**config.mk**
```make
export PLATFORM = sky130hd
export DESIGN_NAME = mul15_pipe
export DESIGN_NICKNAME = d
export VERILOG_FILES = /design/src/rtl/mul15_pkg.sv /design/src/rtl/m15_fa_cell.sv /design/src/rtl/m15_ripple_add.sv /design/src/rtl/m15_rst_sync.sv /design/src/rtl/m15_stage1.sv /design/src/rtl/m15_stage2.sv /design/src/rtl/mul15_pipe.sv
export SDC_FILE = /design/constraint.sdc
export NUM_CORES = 1
export LEC_CHECK = 0
export BUFFER_PORTS_ARGS = -buffer_cell sky130_fd_sc_hd__buf_2
export CAP_MARGIN = 20
export CORE_ASPECT_RATIO = 0.75
export CORE_MARGIN = 2
export CORE_UTILIZATION = 58
export DETAILED_ROUTE_END_ITERATION = 7
export GPL_TIMING_DRIVEN = 1
export HOLD_SLACK_MARGIN = 0.08
export PLACE_DENSITY = 0.82
export SKIP_CTS_REPAIR_TIMING = 1
export SYNTH_ARGS = -nofsm -noshare
export SYNTH_HDL_FRONTEND = slang
export SYNTH_HIERARCHICAL = 1
export SYNTH_SLANG_ARGS = --single-unit
```
**constraint.sdc**
```tcl
create_clock -name clk -period 1.1 [get_ports clk]
set_input_delay 0.33 -clock clk [delete_from_list [all_inputs] [get_ports clk]]
set_output_delay 0.33 -clock clk [all_outputs]
set_load 0.02 [all_outputs]
```
**src/rtl/mul15_pkg.sv**
```systemverilog
package mul15_pkg;
  localparam int unsigned M15_DEF_W   = 8;
  localparam int unsigned M15_SYNC_FF = 2;
endpackage

```
**src/rtl/m15_fa_cell.sv**
```systemverilog
module m15_fa_cell (
  input  logic a,
  input  logic b,
  input  logic ci,
  output logic s,
  output logic co
);
  assign s  = a ^ b ^ ci;
  assign co = (a & b) | (ci & (a | b));
endmodule

```
**src/rtl/m15_ripple_add.sv**
```systemverilog
module m15_ripple_add #(
  parameter int unsigned W = 8
) (
  input  logic [W-1:0] a,
  input  logic [W-1:0] b,
  output logic [W-1:0] s
);
  logic [W-1:0] carry;

  assign carry[0] = 1'b0;

  for (genvar i = 0; i < W; i++) begin : g_bit
    if (i < W - 1) begin : g_full
      m15_fa_cell u_cell (
        .a  (a[i]),
        .b  (b[i]),
        .ci (carry[i]),
        .s  (s[i]),
        .co (carry[i+1])
      );
    end else begin : g_top
      assign s[i] = a[i] ^ b[i] ^ carry[i];
    end
  end
endmodule

```
**src/rtl/m15_rst_sync.sv**
```systemverilog
module m15_rst_sync #(
  parameter int unsigned STAGES = 2
) (
  input  logic clk,
  input  logic rst_n,
  output logic rst_q
);
  logic [STAGES-1:0] chain_q;
  logic [STAGES-1:0] chain_d;

  always_comb begin
    chain_d = {chain_q[STAGES-2:0], 1'b1};
  end

  always_ff @(posedge clk or negedge rst_n) begin
    if (!rst_n) chain_q <= '0;
    else        chain_q <= chain_d;
  end

  assign rst_q = chain_q[STAGES-1];
endmodule

```
**src/rtl/m15_stage1.sv**
```systemverilog
module m15_stage1 #(
  parameter int unsigned W = 8
) (
  input  logic         clk,
  input  logic         rst_q,
  input  logic [W-1:0] op,
  input  logic         op_vld,
  output logic [W-1:0] psum_hi,
  output logic [W-1:0] psum_lo,
  output logic         busy
);
  logic [W-1:0] sum_hi, sum_lo;
  logic [W-1:0] hi_d, lo_d;
  logic         take;
  logic         busy_d;

  m15_ripple_add #(.W(W)) u_add_hi (
    .a (op << 2),
    .b (op << 3),
    .s (sum_hi)
  );

  m15_ripple_add #(.W(W)) u_add_lo (
    .a (op << 1),
    .b (op),
    .s (sum_lo)
  );

  always_comb begin
    take   = op_vld & ~busy;
    busy_d = take;
    hi_d   = take ? sum_hi : psum_hi;
    lo_d   = take ? sum_lo : psum_lo;
  end

  always_ff @(posedge clk or negedge rst_q) begin
    if (!rst_q) begin
      psum_hi <= '0;
      psum_lo <= '0;
      busy    <= 1'b0;
    end else begin
      psum_hi <= hi_d;
      psum_lo <= lo_d;
      busy    <= busy_d;
    end
  end

  // an occupied first stage always drains before the next operand
  p_no_double_take_r4: assert property (@(posedge clk) disable iff (!rst_q)
    busy |=> !busy);
endmodule

```
**src/rtl/m15_stage2.sv**
```systemverilog
module m15_stage2 #(
  parameter int unsigned W = 8
) (
  input  logic         clk,
  input  logic         rst_q,
  input  logic [W-1:0] psum_hi,
  input  logic [W-1:0] psum_lo,
  input  logic         busy,
  output logic [W-1:0] res,
  output logic         res_vld
);
  logic [W-1:0] total;
  logic [W-1:0] res_d;
  logic         vld_d;

  m15_ripple_add #(.W(W)) u_add_fin (
    .a (psum_hi),
    .b (psum_lo),
    .s (total)
  );

  always_comb begin
    vld_d = busy;
    res_d = busy ? total : res;
  end

  always_ff @(posedge clk or negedge rst_q) begin
    if (!rst_q) begin
      res     <= '0;
      res_vld <= 1'b0;
    end else begin
      res     <= res_d;
      res_vld <= vld_d;
    end
  end

  p_single_pulse_r3: assert property (@(posedge clk) disable iff (!rst_q)
    res_vld |=> !res_vld);
endmodule

```
**src/rtl/mul15_pipe.sv**
```systemverilog
module mul15_pipe
  import mul15_pkg::*;
#(
  parameter int unsigned WIDTH = M15_DEF_W
) (
  input  logic             clk,
  input  logic             rst_n,
  input  logic [WIDTH-1:0] op,
  input  logic             op_vld,
  output logic [WIDTH-1:0] res,
  output logic             res_vld
);
  localparam int unsigned PW = WIDTH + 4;

  logic             rst_q;
  logic [WIDTH-1:0] psum_hi, psum_lo;
  logic             busy;

  m15_rst_sync #(.STAGES(M15_SYNC_FF)) u_rst (
    .clk   (clk),
    .rst_n (rst_n),
    .rst_q (rst_q)
  );

  m15_stage1 #(.W(WIDTH)) u_s1 (
    .clk     (clk),
    .rst_q   (rst_q),
    .op      (op),
    .op_vld  (op_vld),
    .psum_hi (psum_hi),
    .psum_lo (psum_lo),
    .busy    (busy)
  );

  m15_stage2 #(.W(WIDTH)) u_s2 (
    .clk     (clk),
    .rst_q   (rst_q),
    .psum_hi (psum_hi),
    .psum_lo (psum_lo),
    .busy    (busy),
    .res     (res),
    .res_vld (res_vld)
  );

  // wrapped product of the operand seen two edges back
  logic [PW-1:0] full_prod;
  assign full_prod = PW'(op) * PW'(15);

  p_product_r1: assert property (@(posedge clk) disable iff (!rst_q)
    res_vld |-> res == $past(full_prod[WIDTH-1:0], 2));

  p_latency_r2: assert property (@(posedge clk) disable iff (!rst_q)
    (op_vld && !busy) |=> ##1 res_vld);

  p_hold_r6: assert property (@(posedge clk) disable iff (!rst_q)
    !res_vld |-> $stable(res));

  p_reset_r5: assert property (@(posedge clk)
    !rst_n |-> (!res_vld && res == '0));
endmodule

```
Word level (Yosys, flattened, before mapping). Cells that the tools add are included.

Register bits: 26. Bits of input ports: 11. Output and inout bits: 9. Logic and storage cells: 70.

Bitwise gates (word level): 64.

Operators by type and width (number): $xor A1 B1 Y1 (24); $and A1 B1 Y1 (21); $or A1 B1 Y1 (18); $not A1 Y1 (1).

Longest topological paths before layout. Gate-level depths: netlist (run 1).

Depth after elaboration: 12. Depth in mapped cells: 9. Gate-level depth less buffers: 9.

Hierarchy. The synthesis (run 1) kept the hierarchy.

Modules (own cells, without submodules): m15_stage1 (instances 1, cells an instance 37, area each 688.2 um2, sequential area each 425.4 um2); m15_fa_cell (instances 21, cells an instance 1, area each 20.0 um2, sequential area each 0.0 um2); m15_stage2 (instances 1, cells an instance 18, area each 356.6 um2, sequential area each 225.2 um2); m15_ripple_add (instances 3, cells an instance 2, area each 27.5 um2, sequential area each 0.0 um2); m15_rst_sync (instances 1, cells an instance 3, area each 53.8 um2, sequential area each 50.0 um2).

Worst setup path before layout (run 1). Ideal clock, no wire load.

Path kind: reg-to-reg. Start point: register, netlist name u_s1/psum_hi[0]. End point: register u_s2.res[7]. Library setup time: 125 ps. Arrival time: 3500 ps. Required time: 975 ps. Setup slack: -2525 ps. Stages on the path, launching flop included: 10. Buffers on the path: 0. Clock period less this slack: 3625 ps. Cell sequence: dfrtp_1 -> fa_1 -> fa_1 -> fa_1 -> fa_1 -> fa_1 -> fa_1 -> fa_1 -> xor3_1 -> mux2_4.

RTL lines: to (signal assigned) (line m15_stage2.sv:32) `res <= res_d;`; to (decl) (line m15_stage2.sv:9) `output logic [W-1:0] res,`.

==> metrics.md, run 1 <==
| Metric | Value |
|---|---|
| Status | `finished with violations` |
| Violated checks | `negative setup slack` |
| CP Buf/Inv Count | `0` |
| Longest Clk Path Bufs | `2` |
| Cells after Synth | `85` |
| DRT Pass-1 Iters | `4` |
| Setup WS post-layout | `-2.373 ns` |
| CP Launch Type | `register` |
| Final std cells w/o fill | `173` |
| CP Launch Point | `u_s1/psum_lo[0]$_DFFE_PN0P_` |
| Grt ovf | `0` |
| R2R Setup Slk | `-2.37 ns` |
| Critical Path RT | `1.26 ns` |
| Crit Path Class | `register to register` |
| Sequential power share | `0.365` |
| Met3 wire length | `61 µm` |
| # clock sinks | `28` |
| YS warnings | `6` |
| Max Cap Viol | `0` |
| Worst Path Arrival | `3.63 ns` |
| Max Slew Vio Count | `0` |
| Critical-path cell list | `fa_2, fa_2, fa_2, fa_2, fa_2, fa_2, fa_2, xor3_1, mux2_4` |
| DR DRC count | `0` |
| Die width | `64.68 µm` |
| RSZ-0062 raised after global routing | `yes` |
| Dpl hpwl | `1867 µm` |
| Final setup TNS | `-21.36 ns` |
| Largest net degree at the start of global routing | `27` |
| Clk_lat worst skew | `0.27 ns` |
| CP dominant cell by count | `fa_2` |
| Clock transition at path regs | `0.10 ns` |
| Leading area contributor after synthesis | `dfrtp_1` |
| Initial antenna violation count | `0` |
| Fmax | `287.9 MHz` |
| Ranking of synthesized cells by area | `dfrtp_1 (44%), fa_1 (26%), mux2_4 (16%)` |
| First-pass GRT wire length | `4022 µm` |
| Tmin final | `3.473 ns` |
| Placed cell count | `160` |
| Total inserted antenna cells | `0` |
| PortBufs | `19` |
| Core ar. | `0.002623 mm²` |
| Util after Layout | `0.8101` |
| Largest delay share family, worst path | `adder cells` |
| Area growth, synth to finish | `32.66%` |
| Fillcell total | `135` |
| Area share of the largest cell type after synthesis | `0.4375` |
| Layout cell share with drive strength beyond 1 | `0.6642` |
| CP Depth | `9` |
| Routed WL | `2937 µm` |
| Final Hold Violating Endpoints | `0` |
| Critical path's largest stage delay | `0.42 ns` |
| Reg-to-Reg Start | `u_s1/psum_lo[0]$_DFFE_PN0P_` |
| Reg2Reg Depth | `9` |
| CTS H-tree depth | `1` |
| Routed Antenna Nets | `0` |
| Most frequent cells in the layout | `dfrtp_1 (28), buf_4 (24), mux2_4 (22), fa_2 (17), buf_6 (12)` |
| Net Sw Frac | `0.3118` |
| Critical Path Sink | `u_s2/res[7]$_DFFE_PN0P_` |
| Setup violators final | `33` |
| Min-Delay Path Class | `register to async pin` |
| DIE AREA | `0.003202 mm²` |
| Initial Util | `0.6107` |
| Crit path max fanout | `2` |
| FF+latch count, synth | `28` |
| Clock share of power | `0.138` |
| Num CTS Buffers | `3` |
| Register area share after synthesis | `0.4375` |
| Sw Pwr | `1.417 mW` |
| Row count | `16` |
| Internal power | `3.127 mW` |
| Most common cell after layout, fill and taps aside | `dfrtp_1` |
| R2R Path End | `u_s2/res[7]$_DFFE_PN0P_` |
| Number of global-route vias before repair | `886` |
| Unique masters post-synth | `9` |
| Vias | `829` |
| Pwr dens | `2139 mW/mm²` |
| GRT Overall Usage | `0.1745` |
| Initial DRC count | `39` |
| DR WL/cell | `16.98 µm` |
| Tcrit/Tclk final | `3.157` |
| CTS tree | `done` |
| Die height | `49.51 µm` |
| NumNets Final | `170` |
| Post-DP Area | `0.001908 mm²` |
| Routed met2 length | `1568 µm` |
| Avg Cell Area, Syn | `18.84 µm²` |
| WL met1 | `1286 µm` |
| Combinational share of power | `0.497` |
| RePlAce Congestion | `0.7428` |
| Post-Syn Area | `0.001602 mm²` |
| # IOs | `20` |
| Max VDD drop | `1.069 mV` |
| Clock Tree Root | `clkbuf_8` |
| Max layer used | `met4` |
| Pwr Total | `4.543 mW` |
| Crit-path slowest cell | `dfrtp_1` |
| Setup Skew | `0.01237 ns` |
| Via-per-instance ratio | `4.792` |
| LEAKAGE | `1.004 nW` |
| Worst Setup End Kind | `register` |
| Final instance area | `0.002125 mm²` |
-- per-stage QoR --
stage / hold WS [ns] / worst slack [ns]
6_report: 0.2414 / -2.373
5_1_grt: 0.2901 / -2.411
4_1_cts: -0.1727 / -2.321
3_5_place_dp: 0.1222 / -2.288
3_3_place_gp: 0.1147 / -2.252
2_1_floorplan: 0.03441 / -2.210
-- worst reg2reg max path, stage by stage, from the launching register on --
cell and delay [ns]:
dfrtp_1 0.42, fa_2 0.36, fa_2 0.35, fa_2 0.36, fa_2 0.36, fa_2 0.36
fa_2 0.35, fa_2 0.34, xor3_1 0.20, mux2_4 0.27
-- power groups by stage --
stage | combinational, mW | sequential (mW) | clock, mW
floorplan | 0.983 | 1.79 | 0
finish | 2.26 | 1.66 | 0.626
detailed placement | 1.71 | 1.64 | 0
CTS | 1.75 | 1.63 | 0.623
global placement | 1.65 | 1.61 | 0
global route | 2.42 | 1.70 | 0.692
-- sequential cells by signal, indices dropped and copies added (netlist names) --
name           flops
u_rst/chain_q      2
u_s1/busy          1
u_s1/psum_hi       8
u_s1/psum_lo       8
u_s2/res           8
u_s2/res_vld       1
-- worst min-delay path by stage --
| stage | endpoint | slack [ns] | cells after the start |
|---|---|---|---|
| after floorplan | u_rst/chain_q[0]$_DFF_PN0_ | 0.03 | 0 |
| after global placement | u_rst/chain_q[1]$_DFF_PN0_ | 0.11 | 1 |
| after detailed placement | u_rst/chain_q[0]$_DFF_PN0_ | 0.12 | 1 |
| after CTS | u_rst/chain_q[1]$_DFF_PN0_ | -0.17 | 1 |
| after global routing | u_s2/res[0]$_DFFE_PN0P_ | 0.29 | 1 |
| final | u_s2/res[0]$_DFFE_PN0P_ | 0.24 | 1 |
-- final cells by class --
class / count / area (µm²) / share of cell area
sequential: 28 / 700.7 / 0.3298
multi-input combinational: 59 / 938.4 / 0.4417
timing repair buffer: 46 / 385.4 / 0.1814
clock buffer: 4 / 55.05 / 0.02591
tap: 36 / 45.04 / 0.02120
-- synthesized netlist by cell type --
cell type	instances
mux2_4	17
fa_1	21
xor3_1	3
dfrtp_1	28
mux2_2	7
nor2b_4	1
buf_6	2
conb_1	5
buf_12	1
-- per-layer routing --
| layer | global-route usage | vias to the layer above |
|---|---|---|
| met5 | 0 | - |
| met4 | 0.09220 | 0 |
| met3 | 0.01598 | 2 |
| met2 | 0.2951 | 20 |
| met1 | 0.2278 | 437 |
| li1 | - | 370 |
-- logic make-up (layout without fill, tap and decap cells) --
logic type,Yosys count,in the layout,share of synthesized area
XOR/XNOR,3,3,0.04453
adder cells (fa/ha/maj),21,21,0.2625
buffers and inverters,3,50,0.02656
flip-flops,28,28,0.4375
multiplexers,24,24,0.2086
other,5,10,0.01172
AND/OR/NAND/NOR,1,1,0.008592
No activity file was read; power rests on OpenSTA's default activity.
==> run 2, diff against run 1 <==
Settings changed: PLACE_DENSITY 0.82 to 0.79.
==> metrics.md, run 2 (same netlist as run 1, synthesis figures left out) <==
| Metric | Value |
|---|---|
| Setup WS post-layout | `-2.318 ns` |
| Clock Tree Root | `clkbuf_8` |
| Initial DRC count | `54` |
| Violated checks | `negative setup slack` |
| Via-per-instance ratio | `4.556` |
| Routed Antenna Nets | `0` |
| Initial Util | `0.6107` |
| Reg-to-Reg Start | `u_s1/psum_hi[0]$_DFFE_PN0P_` |
| DRT Pass-1 Iters | `3` |
| Vias | `811` |
| CTS tree | `done` |
| Clock transition at path regs | `0.09 ns` |
| Max VDD drop | `0.9700 mV` |
| Critical Path RT | `1.27 ns` |
| Tmin final | `3.418 ns` |
| Setup violators final | `33` |
| DR DRC count | `0` |
| CP dominant cell by count | `fa_2` |
| RSZ-0062 raised after global routing | `yes` |
| Area growth, synth to finish | `37.19%` |
| Critical-path cell list | `fa_2, fa_2, fa_2, fa_2, fa_2, fa_2, fa_2, xor3_1, mux2_4` |
| Num CTS Buffers | `3` |
| Clk_lat worst skew | `0.28 ns` |
| # clock sinks | `28` |
| Final Hold Violating Endpoints | `0` |
| GRT Overall Usage | `0.1888` |
| Crit path max fanout | `2` |
| Hold_ws | `0.2408 ns` |
| Worst Setup End Kind | `register` |
| Multi-input logic area | `942.2 µm²` |
| Fmax | `292.5 MHz` |
| CP Launch Type | `register` |
| Longest Clk Path Bufs | `2` |
| Die height | `49.51 µm` |
| # IOs | `20` |
| Crit-path slowest cell | `dfrtp_1` |
| Core ar. | `0.002623 mm²` |
| Grt ovf | `0` |
| CTS H-tree depth | `1` |
| Max Slew Vio Count | `0` |
| Total inserted antenna cells | `0` |
| Crit Path Class | `register to register` |
| DIE AREA | `0.003202 mm²` |
| Pwr Total | `4.721 mW` |
| Largest regs | `u_s1/psum_hi: 8 flops, u_s1/psum_lo: 8 flops, u_s2/res: 8 flops` |
| Most frequent cells in the layout | `dfrtp_1 (28), buf_4 (27), mux2_4 (23), fa_2 (17), buf_6 (12)` |
| Status | `finished with violations` |
| NumNets Final | `175` |
| Max Cap Viol | `0` |
| Tcrit/Tclk final | `3.108` |
| Routed WL | `2730 µm` |
| Initial antenna violation count | `0` |
| Most common cell after layout, fill and taps aside | `dfrtp_1` |
| Die width | `64.68 µm` |
| LEAKAGE | `1.044 nW` |
| PortBufs | `19` |
| Setup Skew | `0.005222 ns` |
| First-pass GRT wire length | `4374 µm` |
| Number of global-route vias before repair | `882` |
| Layout cell share with drive strength beyond 1 | `0.6761` |
| Register Area | `700.7 µm²` |
| DR WL/cell | `15.34 µm` |
| Min-Delay Path Class | `register to async pin` |
| Final setup TNS | `-20.80 ns` |
| Largest net degree at the start of global routing | `27` |
| Pwr dens | `2149 mW/mm²` |
| Worst Path Arrival | `3.59 ns` |
| Row count | `16` |
| Util after Layout | `0.8378` |
| Fillcell total | `130` |
| RePlAce Congestion | `0.7455` |
| CP Launch Point | `u_s1/psum_hi[0]$_DFFE_PN0P_` |
| Dpl hpwl | `1941 µm` |
| Critical path's largest stage delay | `0.42 ns` |
==> run 2: path summary, 6_finish.rpt <==
| kind | to | slack, ns | depth (start not counted) |
|---|---|---|---|
| max in group asynchronous | u_s1/psum_hi[0]$_DFFE_PN0P_ | 0.61 | 1 |
| worst min-delay path | u_s2/res[4]$_DFFE_PN0P_ | 0.24 | 1 |
| worst max-delay path | u_s2/res[7]$_DFFE_PN0P_ | -2.32 | 9 |
| min in group clk | u_rst/chain_q[1]$_DFF_PN0_ | 0.38 | 0 |
| worst min register to register | u_s2/res[4]$_DFFE_PN0P_ | 0.24 | 1 |
| worst max register to register | u_s2/res[7]$_DFFE_PN0P_ | -2.32 | 9 |
==> run 2: layout make-up <==
type | count | area share
Sequential cell | 28 | 0.3189
Clock buffer | 3 | 0.01879
Clock inverter | 1 | 0.01367
Tap cell | 36 | 0.02050
Multi-Input combinational cell | 59 | 0.4288
Timing Repair Buffer | 51 | 0.1993
==> run 2: where the power goes <==
group          internal, mW  total, mW  switching [mW]
logic                  1.49       2.27           0.781
clock network         0.488      0.799           0.311
registers              1.36       1.65           0.287
==> run 2: worst max-delay path: cells and delay by family, from the launching register on <==
| kind | cells | cell delay [ns] |
|---|---|---|
| adder cells (fa/ha/maj) | 7 | 2.43 |
| flip-flops | 1 | 0.42 |
| multiplexers | 1 | 0.26 |
| XOR/XNOR | 1 | 0.19 |
==> run 2: routing by layer <==
layer  global-route usage  share of wire  up-vias
li1                     -              -      382
met1               0.2644           0.46      405
met2               0.3142           0.50       21
met3              0.02055          0.023        3
met4              0.06383          0.011        0
met5                    0              0        -
==> run 2: per-stage QoR <==
| stage | instances | setup slack [ns] | area, µm² |
|---|---|---|---|
| 4_1_cts | 167 | -2.362 | 2002 |
| 3_3_place_gp | 163 | -2.256 | 1931 |
| 5_1_grt | 178 | -2.388 | 2197 |
| 3_5_place_dp | 163 | -2.290 | 1931 |
| 2_1_floorplan | 90 | -2.210 | 1663 |
| 6_report | 178 | -2.318 | 2197 |
